<file path="config.mk">
export PLATFORM = sky130hd
export DESIGN_NAME = dice_counter
export DESIGN_NICKNAME = d
export VERILOG_FILES = /design/src/rtl/dice_pkg.sv /design/src/rtl/dice_wrap_decode.sv /design/src/rtl/dice_count_reg.sv /design/src/rtl/dice_seg_enc.sv /design/src/rtl/dice_counter.sv
export SDC_FILE = /design/constraint.sdc
export NUM_CORES = 1
export LEC_CHECK = 0
export ABC_AREA = 1
export BUFFER_PORTS_ARGS = -buffer_cell sky130_fd_sc_hd__buf_4
export CORE_AREA = 2 2 39 41
export CTS_CLUSTER_SIZE = 12
export DETAILED_ROUTE_END_ITERATION = 8
export DIE_AREA = 0 0 41 43
export GPL_ROUTABILITY_DRIVEN = 0
export HOLD_SLACK_MARGIN = 0.15
export PLACE_DENSITY_LB_ADDON = 0.25
export RECOVER_POWER = 50
export SLEW_MARGIN = 20
export SYNTH_ARGS = -nofsm -noshare
export SYNTH_HDL_FRONTEND = slang
export SYNTH_SLANG_ARGS = --single-unit
</file>
<file path="constraint.sdc">
create_clock -name clk_i -period 2.4 [get_ports clk_i]
set_input_delay 0.48 -clock clk_i [delete_from_list [all_inputs] [get_ports clk_i]]
set_output_delay 0.48 -clock clk_i [all_outputs]
set_load 0.03 [all_outputs]
</file>
<file path="src/rtl/dice_pkg.sv">
package dice_pkg;
  localparam int unsigned SEG_W = 7;
  typedef logic [SEG_W-1:0] seg_t;

  // {g,f,e,d,c,b,a}, active high
  function automatic seg_t face_pattern(input int unsigned v);
    case (v)
      1:       return 7'b0000110;
      2:       return 7'b1011011;
      3:       return 7'b1001111;
      4:       return 7'b1100110;
      5:       return 7'b1101101;
      6:       return 7'b1111101;
      default: return '0;
    endcase
  endfunction
endpackage

</file>
<file path="src/rtl/dice_wrap_decode.sv">
module dice_wrap_decode #(
  parameter int unsigned WIDTH = 4,
  parameter logic [WIDTH-1:0] PRESET = 1
) (
  input  logic [WIDTH-1:0] cnt_i,
  input  logic             en_i,
  input  logic             init_i,
  output logic             upd_o,
  output logic             load_o,
  output logic [WIDTH-1:0] nxt_o
);
  localparam int unsigned DEC_LO = 1;
  localparam int unsigned DEC_HI = 2;

  logic wrap_hit;

  // partial decode: only bits 2:1 are examined
  assign wrap_hit = cnt_i[DEC_HI] & cnt_i[DEC_LO];
  assign load_o   = init_i | wrap_hit;
  assign upd_o    = en_i | init_i;
  assign nxt_o    = load_o ? PRESET : cnt_i + WIDTH'(1);

  initial begin
    assert (WIDTH > DEC_HI) else $error("WIDTH too small for wrap decode");
  end
endmodule

</file>
<file path="src/rtl/dice_count_reg.sv">
module dice_count_reg #(
  parameter int unsigned WIDTH = 4,
  parameter logic [WIDTH-1:0] RST_VAL = 1
) (
  input  logic             clk_i,
  input  logic             rst_ni,
  input  logic             upd_i,
  input  logic [WIDTH-1:0] nxt_i,
  output logic [WIDTH-1:0] cnt_o
);
  logic [WIDTH-1:0] cnt_q;

  always_ff @(posedge clk_i or negedge rst_ni) begin
    if (!rst_ni)    cnt_q <= RST_VAL;
    else if (upd_i) cnt_q <= nxt_i;
  end

  assign cnt_o = cnt_q;

  assert_hold_R7: assert property (@(posedge clk_i) disable iff (!rst_ni)
    !upd_i |=> $stable(cnt_o));
endmodule

</file>
<file path="src/rtl/dice_seg_enc.sv">
module dice_seg_enc
  import dice_pkg::*;
#(
  parameter int unsigned WIDTH = 4
) (
  input  logic [WIDTH-1:0] cnt_i,
  output seg_t             seg_o
);
  always_comb seg_o = face_pattern(int'(cnt_i));

  always_comb begin
    assert_seg_shape_R8: assert ((seg_o == '0) || ($countones(seg_o) >= 2));
  end
endmodule

</file>
<file path="src/rtl/dice_counter.sv">
module dice_counter
  import dice_pkg::*;
#(
  parameter int unsigned WIDTH = 4,
  parameter logic [WIDTH-1:0] RST_VAL = 1
) (
  input  logic             clk_i,
  input  logic             rst_ni,
  input  logic             en_i,
  input  logic             init_i,
  output logic [WIDTH-1:0] count_o,
  output logic [SEG_W-1:0] seg_o
);
  localparam logic [WIDTH-1:0] PRESET = WIDTH'(1);

  logic             upd, load;
  logic [WIDTH-1:0] nxt, cnt;

  dice_wrap_decode #(.WIDTH(WIDTH), .PRESET(PRESET)) u_dec (
    .cnt_i (cnt),
    .en_i  (en_i),
    .init_i(init_i),
    .upd_o (upd),
    .load_o(load),
    .nxt_o (nxt)
  );

  dice_count_reg #(.WIDTH(WIDTH), .RST_VAL(RST_VAL)) u_reg (
    .clk_i (clk_i),
    .rst_ni(rst_ni),
    .upd_i (upd),
    .nxt_i (nxt),
    .cnt_o (cnt)
  );

  dice_seg_enc #(.WIDTH(WIDTH)) u_seg (
    .cnt_i(cnt),
    .seg_o(seg_o)
  );

  assign count_o = cnt;

  assert_wrap_load_R3: assert property (@(posedge clk_i) disable iff (!rst_ni)
    (en_i && count_o[2] && count_o[1]) |=> (count_o == PRESET));

  assert_step_R4: assert property (@(posedge clk_i) disable iff (!rst_ni)
    (en_i && !init_i && !(count_o[2] && count_o[1]))
      |=> (count_o == WIDTH'($past(count_o) + WIDTH'(1))));

  assert_init_R6: assert property (@(posedge clk_i) disable iff (!rst_ni)
    init_i |=> (count_o == PRESET));

  assert_load_path_R3: assert property (@(posedge clk_i) disable iff (!rst_ni)
    (upd && load) |=> (count_o == PRESET));
endmodule

</file>
; Yosys cells after proc, flatten, opt, wreduce, memory -nomap -nowiden
; Index checks and enable logic that the tools add are counted.
[totals]
ff_bits = 4
in_bits = 4
output_inout_bits = 11
elab_cells = 13
[op_classes]
n_addsub = 1
n_eq_ne = 6
mux = 2
bitwise = 3
[ops]
columns = cell, n
row1 = $pmux 7 s6, 1
row2 = $eq 4x3->1 const B, 3
row3 = $eq 4x2->1 const B, 2
row4 = $add 4x1->4 const B, 1
row5 = $eq 4x1->1 const B, 1
row6 = $mux 4, 1
row7 = $or 1x1->1, 2
row8 = $and 1x1->1, 1

; Logic depth before layout (Yosys ltp)
; Gate-level depths: netlist of the first run.
[depth]
word_depth = 3
ltp_mapped = 7
mapped_depth_nobuf = 6

; Hierarchy
; From an unflattened synthesis of the first run, not the netlist that was laid out.
[hier_totals]
cells_unflattened = 49
hier_area_um2 = 314.1
[modules_own_cells]
columns = mod, instances, cells_per_inst, area_per_inst_um2, seq_area_each_um2
row1 = dice_count_reg, 1, 17, 150.1, 101.3
row2 = dice_seg_enc, 1, 16, 83.8, 0.0
row3 = dice_wrap_decode, 1, 16, 80.1, 0.0

; Worst setup path after synthesis of the first run
; Ideal clock, no wire load.
[synth_path]
path_kind = reg-to-output
start = register u_reg.cnt_q[0] (netlist: u_reg.cnt_o[0])
end = output seg_o[5]
arrival_time_ns = 1.611
required_time_ns = 1.920
slack_ns = 0.309
stages_incl_launch_ff = 4
n_path_buf = 0
path_cell_list = dfstp_2 > ha_1 > nor2_1 > o21ai_0
[synth_via]
elab_chain_cells = 2
word_cells_on_any_way = 7
cone_classes = eq/ne: 6 / mux: 1
[synth_rtl]
columns = item, line_no
row1 = "start, declared", dice_count_reg.sv:11  ; logic [WIDTH-1:0] cnt_q;
row2 = "start signal, assigned", dice_count_reg.sv:15  ; else if (upd_i) cnt_q <= nxt_i;
row3 = "$eq 4x3->1, or another cell as far along", dice_pkg.sv:7  ; case (v)
row4 = $pmux 7 s6 *, dice_pkg.sv:7
row5 = "end, declared", dice_counter.sv:12  ; output logic [SEG_W-1:0] seg_o
; Mark *: on every way between the ends. The rest lies on a longest branch, timed or not.

; Worst setup path after layout of the first run
[layout_path]
start = register u_reg.cnt_q[0] (netlist: u_reg.cnt_o[0])
end = output seg_o[2]
; The elaborated chain is that of the path after synthesis.

==> summary.txt, run 1 <==
Max Cap Violations -> 0
Post-route ant nets -> 0
Worst-Margin Slew -> 0.379 ns
VDD IR max -> 0.332 mV
Most frequent cells in the layout -> 12 x nand2_1, 12 x buf_4, 6 x inv_1
Tot GR Track Use -> 0.103
Post-DP HPWL -> 565 microns
Drt pass-1 iters -> 2
Cell count after synthesis -> 50
Clk pwr share -> 0.240
Pwr dens -> 781 nW/um^2
Avg Cell Area, Syn -> 7.31 sq um
Drt drc -> 0
Outcome -> completed
Share of cells above drive strength 1 -> 0.373
Reg2reg path depth -> 4
Hold-critical path depth -> 4
Slew headroom -> 0.747
Mapped Nets -> 58
Final min period -> 2.10 ns
Crit Path Class -> reg2out
Initial antenna violation count -> 0
Initial core utilization -> 0.264
Area of the die -> 1760 sq um
Hold Vio Cnt, Final -> 0
Final core utilization -> 0.360
Final setup violation count -> 0
Die Y -> 43 microns
Post-CTS Resized -> 0
Final Cycle Share -> 0.875
Clk sinks -> 4
Share of total power in combinational logic -> 0.523
Launching point of the worst reg2reg path -> u_reg.cnt_o[0]$_DFFE_PN1P_
Vias in the first global route -> 311
Clock tree from TritonCTS -> built
CP Capture Type -> output port
Fillers -> 160
FP Rows -> 14
PortBufs -> 14
Mapped cell area -> 365 sq um
Worst Hold Class -> in2reg
Core outline area -> 1380 sq um
Hold Path End -> u_reg.cnt_o[0]$_DFFE_PN1P_
FF+latch count, synth -> 4
Worst EP arrival -> 1.62 ns
P_int -> 0.215 mW
Reg clk slew, reported paths -> 0.03 ns
Critical Path Source Type -> register
Largest stage delay, worst path -> 0.57 ns
Max Clock Freq -> 476 MHz
Largest net degree at the start of global routing -> 10
Unique masters post-synth -> 18
Switching power -> 0.174 mW
Total gr overflow -> 0
CTS H-tree lvls -> 1
Cell mode on critical path -> nor2_1
Max reg flops -> 4
Top delay family on crit path -> flip-flops
R2r setup slk -> 1.21 ns
WL final -> 695 microns
Clk buf depth -> 2
HP Start -> init_i
Worst path bufs/invs -> 2
Lkg Pwr -> 0.281 nW
Sequential power share -> 0.237
Initial DRC Count -> 4
Layout Skew -> 0.00967 ns
CTS root buf -> clkbuf_4
Sw Share -> 0.448
Power, Total -> 0.389 mW
# IOs -> 15
Sequential element share of the synthesized area -> 0.277
Slowest-stage cell, CP -> dfstp_2
Hold Slack -> 0.507 ns
RR Endpoint -> u_reg.cnt_o[1]$_DFFE_PN0P_
Setup TNS -> 0 ns
Area Overhead vs Synth -> 36.3%
First-pass GRT wire length -> 1210 microns
RSZ-0062 raised after global routing -> no
Synthesis Warnings -> 0
DR vias -> 344
Critical-path cell list -> inv_1 -> ha_1 -> nor2_1 -> nor2_1 -> nor2_1 -> nand2_1 -> buf_4
Data required, critical path -> 1.92 ns
Max Slew Vio Count -> 0
Die W -> 41 microns
N_diodes -> 0
Nets -> 76
Routed len/inst -> 8.37 microns
Via density -> 4.14
Clock Latency Late Sink -> 0.24 ns
Crit path max fanout -> 5
CTS buffer count -> 3
==> worst min-delay path: cells and delay by family <==
kind                   cells  cell delay, ns
buffers and inverters      2            0.11
and+or+nand+nor            2            0.13
==> power groups by stage <==
stage                     Sequential (mW)  Combinational (mW)  Clock (mW)
final                              0.0923               0.203      0.0932
after global routing               0.0941               0.224       0.107
after detailed placement           0.0933               0.208           0
after global placement             0.0933               0.208           0
after floorplan                    0.0994               0.142           0
after CTS                          0.0925               0.209      0.0986
==> stage by stage <==
| step | cell area, sq um | setup slack [ns] | instances |
|---|---|---|---|
| CTS | 508 | 0.286 | 83 |
| finish | 498 | 0.299 | 83 |
| detailed placement | 472 | 0.546 | 78 |
| global placement | 472 | 0.537 | 78 |
| global route | 498 | 0.113 | 83 |
| floorplan | 365 | 0.309 | 50 |
==> worst max-delay path by stage <==
| stage | depth (start not counted) | end | from |
|---|---|---|---|
| floorplan | 3 | seg_o[5] | u_reg.cnt_o[0]$_DFFE_PN1P_ |
| CTS | 7 | seg_o[2] | u_reg.cnt_o[0]$_DFFE_PN1P_ |
| global placement | 7 | seg_o[2] | u_reg.cnt_o[0]$_DFFE_PN1P_ |
| finish | 7 | seg_o[2] | u_reg.cnt_o[0]$_DFFE_PN1P_ |
| detailed placement | 7 | seg_o[2] | u_reg.cnt_o[0]$_DFFE_PN1P_ |
| global route | 7 | seg_o[2] | u_reg.cnt_o[0]$_DFFE_PN1P_ |
==> kinds of logic (layout without fill, tap and decap cells) <==
logic type / count (synthesis) / count (layout) / share of synthesized area
adders and majority gates: 4 / 4 / 0.137
AOI/OAI and AO/OA: 5 / 5 / 0.0719
DFF: 4 / 4 / 0.277
buffers and inverters: 10 / 27 / 0.134
and+or+nand+nor: 27 / 27 / 0.380
==> layout make-up <==
| class | count | area (sq um) | share of cell area |
|---|---|---|---|
| inverters | 8 | 30.0 | 0.0603 |
| clock buffers | 4 | 26.3 | 0.0528 |
| flip-flops and latches | 4 | 101 | 0.204 |
| multi-input cells | 36 | 213 | 0.427 |
| repair buffers | 15 | 108 | 0.216 |
| well taps | 16 | 20.0 | 0.0402 |
==> synth_stat cells <==
cell type   n  area, sq um
nand2_1    11         41.3
inv_1       6         22.5
nand2_2     5         31.3
ha_1        4         50.1
nand3_1     4         20.0
dfrtp_1     3         75.1
nor2_1      3         11.3
a21oi_1     2         10.0
inv_2       2         7.51
o21ai_0     2         10.0
buf_4       1         7.51
buf_6       1         11.3
dfstp_2     1         26.3
nand3_2     1         10.0
nor2_2      1         6.26
nor2_4      1         11.3
nor3b_1     1         7.51
o22ai_1     1         6.26
==> per-layer routing <==
| layer | global-route usage | wire length [microns] |
|---|---|---|
| met5 | 0 | 0 |
| met4 | 0.0467 | 0 |
| met3 | 0.0628 | 62 |
| met2 | 0.138 | 316 |
| met1 | 0.127 | 316 |
==> what timing repair did <==
item	4_1_cts	5_1_grt
hold buffers	1	0
setup buffers	0	0
hold endpoints to repair	3	0
Power figures use the tool's default switching activity.
==> run 2: changes to the inputs <==
- ABC_AREA: 1 -> unset
- CTS_BUF_LIST: unset -> sky130_fd_sc_hd__clkbuf_8
==> summary.txt, run 2 <==
Worst EP arrival -> 1.67 ns
Largest net degree at the start of global routing -> 13
Post-synth EDFFs -> 0
Cell count after synthesis -> 38
Design area -> 498 sq um
Via density -> 4.54
Critical Path Source Type -> register
Synth area leaders -> dfrtp_1 22%, ha_1 15%, dfstp_2 7.6%
Data required, critical path -> 1.92 ns
Pwr dens -> 684 nW/um^2
Lkg Pwr -> 0.252 nW
Commonest non-fill, non-tap cell in the layout -> buf_4
Clock tree from TritonCTS -> built
Clk sinks -> 4
N_diodes -> 0
Share of cells above drive strength 1 -> 0.345
First-pass GRT wire length -> 1060 microns
Crit Path Class -> reg2out
Post-synth top area share -> 0.218
Async S/R FF share, synth -> 1.00
Hold Slack -> 0.440 ns
Max Slew Vio Count -> 0
VDD IR max -> 0.313 mV
RSZ-0062 raised after global routing -> no
Top-count cell post-synth -> nor3_1
Placed inst area -> 450 sq um
Postcts setup bufs -> 0
Top cells by count, synth -> 5 x nor3_1, 4 x ha_1, 3 x dfrtp_1, 3 x inv_1, 3 x nor2b_1
Met1 wire length -> 366 microns
Layout Skew -> 0.00233 ns
Unique masters post-synth -> 23
FF+latch count, synth -> 4
CTS buffer count -> 3
Final setup violation count -> 0
Post-synth top area cell -> dfrtp_1
Area of the die -> 1760 sq um
Nets -> 64
Final min period -> 2.15 ns
DP Cell Count -> 66
Post-DP HPWL -> 530 microns
Initial antenna violation count -> 0
PortBufs -> 14
Initial core utilization -> 0.249
Area Overhead vs Synth -> 44.7%
DR vias -> 322
Slew headroom -> 0.735
Final core utilization -> 0.360
Vias in the first global route -> 257
Synthesis Warnings -> 0
FP Rows -> 14
CP Capture Type -> output port
Hold Vio Cnt, Final -> 0
Final Cycle Share -> 0.895
Max Clock Freq -> 465 MHz
# IOs -> 15
Top layer reached by signal wires -> met3
Mapped cell area -> 344 sq um
CTS root buf -> clkbuf_8
Finished Layout Cells -> 71
Die W -> 41 microns
Avg Cell Area, Syn -> 9.05 sq um
Initial DRC Count -> 0
Worst-Margin Slew -> 0.398 ns
Post-route ant nets -> 0
Reg clk slew, reported paths -> 0.03 ns
Setup TNS -> 0 ns
Hold-fix buffers at CTS -> 1
Worst Hold Class -> in2reg
Die Y -> 43 microns
Mapped Nets -> 46
Clk buf depth -> 2
Sequential element share of the synthesized area -> 0.295
Core outline area -> 1380 sq um
Total gr overflow -> 0
Met2 wire len -> 296 microns
Met3 Wirelength -> 82 microns
Synth Flop Type -> dfrtp_1
WL final -> 746 microns
Most frequent cells in the layout -> 12 x buf_4, 5 x nor3_1, 4 x inv_1, 4 x ha_1
Tot GR Track Use -> 0.0918
Drt drc -> 0
Max Cap Violations -> 0
Crit path max fanout -> 6
Drt pass-1 iters -> 1
Max reg flops -> 4
CTS H-tree lvls -> 1
Post-CTS Resized -> 0
Routed len/inst -> 10.5 microns
Outcome -> completed
Clock Latency Late Sink -> 0.22 ns
-- run 2: cell count changes in the layout (fill, tap and decap cells not counted), moves of 2 or more --
cell	delta
nand3_1	-3
inv_1	-2
clkbuf_4	-3
inv_2	-2
nor2b_1	+3
nor3_1	+5
clkbuf_8	+3
nand2_2	-4
nand2_1	-11
-- run 2: worst paths after layout --
| path | to | startpoint | cells after the start | slack [ns] |
|---|---|---|---|---|
| min in group asynchronous | u_reg.cnt_o[2]$_DFFE_PN0P_ | rst_ni | 2 | 0.62 |
| min | u_reg.cnt_o[3]$_DFFE_PN0P_ | init_i | 2 | 0.44 |
| min reg2reg | u_reg.cnt_o[0]$_DFFE_PN1P_ | u_reg.cnt_o[0]$_DFFE_PN1P_ | 2 | 0.59 |
| max reg2reg | u_reg.cnt_o[2]$_DFFE_PN0P_ | u_reg.cnt_o[1]$_DFFE_PN0P_ | 4 | 1.12 |
| max | seg_o[6] | u_reg.cnt_o[0]$_DFFE_PN1P_ | 6 | 0.25 |
| max in group asynchronous | u_reg.cnt_o[0]$_DFFE_PN1P_ | rst_ni | 2 | 1.53 |
-- run 2: logic make-up after synthesis --
kind of cell | Yosys count | share of synthesized area
AOI/OAI and AO/OA | 7 | 0.153
adders and majority gates | 4 | 0.145
buffers and inverters | 5 | 0.0873
DFF | 4 | 0.295
and+or+nand+nor | 18 | 0.320
-- run 2: critical path, stage by stage, from the launching register on --
cell and delay (ns):
dfstp_2 0.58, inv_1 0.08, ha_1 0.21, nor2b_1 0.14, nor3b_2 0.21, nor3_1 0.07, buf_4 0.17
-- run 2: area by class of cell --
class / instances / area [sq um]
Fill cell: 152 / 886
Inverter: 3 / 11.3
Clock inverter: 1 / 3.75
Tap cell: 16 / 20.0
Sequential cell: 4 / 101
Multi-Input combinational cell: 29 / 213
Clock buffer: 3 / 41.3
Timing Repair Buffer: 15 / 108
-- run 2: power breakdown --
part	total [mW]	internal (mW)	switching (mW)	leakage [nW]
combinational	0.113	0.0446	0.0682	0.173
sequential	0.0826	0.0726	0.00994	0.0514
clock	0.145	0.109	0.0360	0.0269
-- run 2: metrics by stage --
stage | setup WS, ns | total power, mW
global route | 0.149 | 0.360
CTS | 0.240 | 0.345
global placement | 0.475 | 0.196
floorplan | 0.0885 | 0.159
finish | 0.252 | 0.340
detailed placement | 0.473 | 0.196
-- run 2: layer usage --
metal  global-route usage  vias to the layer above
li1                     -                      167
met1                0.118                      140
met2                0.125                       15
met3               0.0471                        0
met4               0.0400                        0
met5                    0                        -
==> run 3: changes to the inputs <==
- ABC_AREA: unset -> 1
==> summary.txt, run 3 (synthesized netlist as in run 1, its figures left out) <==
Outcome -> completed
Max Clock Freq -> 481 MHz
Final setup violation count -> 0
Share of cells above drive strength 1 -> 0.373
Die W -> 41 microns
Area of the die -> 1760 sq um
Core outline area -> 1380 sq um
Clk sinks -> 4
N_diodes -> 0
Nets -> 76
Vias in the first global route -> 308
Most frequent cells in the layout -> 12 x nand2_1, 12 x buf_4, 7 x inv_1
CTS H-tree lvls -> 1
CTS buffer count -> 3
Initial antenna violation count -> 0
Final core utilization -> 0.373
Worst Hold Class -> in2reg
Initial DRC Count -> 7
Drt drc -> 0
Clk buf depth -> 2
DP Cell Count -> 78
Max reg flops -> 4
Register area -> 101 sq um
Routed len/inst -> 8.57 microns
Finished Layout Cells -> 83
Setup TNS -> 0 ns
Max Slew Vio Count -> 0
DR vias -> 346
Max Cap Violations -> 0
Postcts setup bufs -> 0
Largest net degree at the start of global routing -> 10
Pwr dens -> 857 nW/um^2
Post-DP HPWL -> 565 microns
Cell mode on critical path -> nor2_1
Tot GR Track Use -> 0.109
Drt pass-1 iters -> 2
Die Y -> 43 microns
Initial core utilization -> 0.264
Hold Vio Cnt, Final -> 0
Total gr overflow -> 0
Post-route ant nets -> 0
Clock Latency Late Sink -> 0.22 ns
# IOs -> 15
WL final -> 711 microns
Critical Path Source Type -> register
Crit path max fanout -> 5
CTS root buf -> clkbuf_8
Critical-path cell list -> inv_1 -> ha_1 -> nor2_1 -> nor2_1 -> nor2_1 -> nand2_1 -> buf_4
Clock tree from TritonCTS -> built
FP Rows -> 14
Data required, critical path -> 1.92 ns
PortBufs -> 14
RSZ-0062 raised after global routing -> no
Slew headroom -> 0.747
Lkg Pwr -> 0.293 nW
Final min period -> 2.08 ns
VDD IR max -> 0.394 mV
First-pass GRT wire length -> 1230 microns
Layout Skew -> 0.00891 ns
Area Overhead vs Synth -> 41.4%
Slowest-stage cell, CP -> dfstp_2
Reg clk slew, reported paths -> 0.03 ns
Largest stage delay, worst path -> 0.57 ns
Combined area of the multi-input logic cells -> 213 sq um
Final Cycle Share -> 0.867
Fillers -> 159
CP Capture Type -> output port
Worst-Margin Slew -> 0.379 ns
Crit Path Class -> reg2out
Via density -> 4.17
Worst EP arrival -> 1.60 ns
run 3: changes by cell type in the layout (fill, tap and decap cells not counted), moves of 2 or more:
cell	before	now
inv_1	4	7
inv_2	0	2
nand2_1	1	12
nand2_2	0	4
nand3_1	1	4
nor2b_1	3	0
nor3_1	5	0
run 3: worst max-delay path, delay by kind of cell (launching register included):
family / cells / cell delay [ns]
adder cells (fa/ha/maj): 1 / 0.23
buffers and inverters: 2 / 0.25
flip-flops: 1 / 0.57
AND/OR/NAND/NOR: 4 / 0.34
run 3: per-stage QoR:
step           area [sq um]  setup WS (ns)  power [mW]  hold WS, ns
3_3_place_gp            472          0.537       0.301        0.276
3_5_place_dp            472          0.546       0.301        0.277
6_report                517          0.320       0.443        0.527
5_1_grt                 517          0.137       0.481        0.542
4_1_cts                 527          0.309       0.456        0.535
2_1_floorplan           365          0.309       0.241        0.184
run 3: cell type report:
type,instances,area share
clock buffer,3,0.0799
clock inverter,1,0.00726
inverter,8,0.0581
multi-input combinational,36,0.412
sequential,4,0.196
tap,16,0.0387
timing repair buffer,15,0.208
run 3: report_power, final:
group / switching (mW) / leakage [nW] / internal [mW]
sequential: 0.0156 / 0.0512 / 0.0768
combinational: 0.128 / 0.215 / 0.0756
clock: 0.0377 / 0.0269 / 0.109
run 3: layer usage:
metal | wire length, microns | share of wire | up-vias | GRT usage
li1 | - | - | 188 | -
met1 | 322 | 0.45 | 142 | 0.127
met2 | 325 | 0.46 | 16 | 0.138
met3 | 63 | 0.089 | 0 | 0.0785
met4 | 0 | 0 | 0 | 0.0667
met5 | 0 | 0 | - | 0
run 3: path summary, 6_finish.rpt:
| path | start | end | slack [ns] | depth (start not counted) |
|---|---|---|---|---|
| min in group asynchronous | rst_ni | u_reg.cnt_o[2]$_DFFE_PN0P_ | 0.62 | 2 |
| worst max-delay path | u_reg.cnt_o[0]$_DFFE_PN1P_ | seg_o[2] | 0.32 | 7 |
| worst min register to register | u_reg.cnt_o[0]$_DFFE_PN1P_ | u_reg.cnt_o[0]$_DFFE_PN1P_ | 0.54 | 2 |
| worst min-delay path | init_i | u_reg.cnt_o[0]$_DFFE_PN1P_ | 0.53 | 4 |
| max in group asynchronous | rst_ni | u_reg.cnt_o[0]$_DFFE_PN1P_ | 1.53 | 2 |
| worst max register to register | u_reg.cnt_o[0]$_DFFE_PN1P_ | u_reg.cnt_o[1]$_DFFE_PN0P_ | 1.21 | 4 |
run 3: what timing repair did:
action / in CTS / in global routing
gates resized for setup: 0 / 0
hold endpoints to repair: 3 / 0
hold buffers: 1 / 0
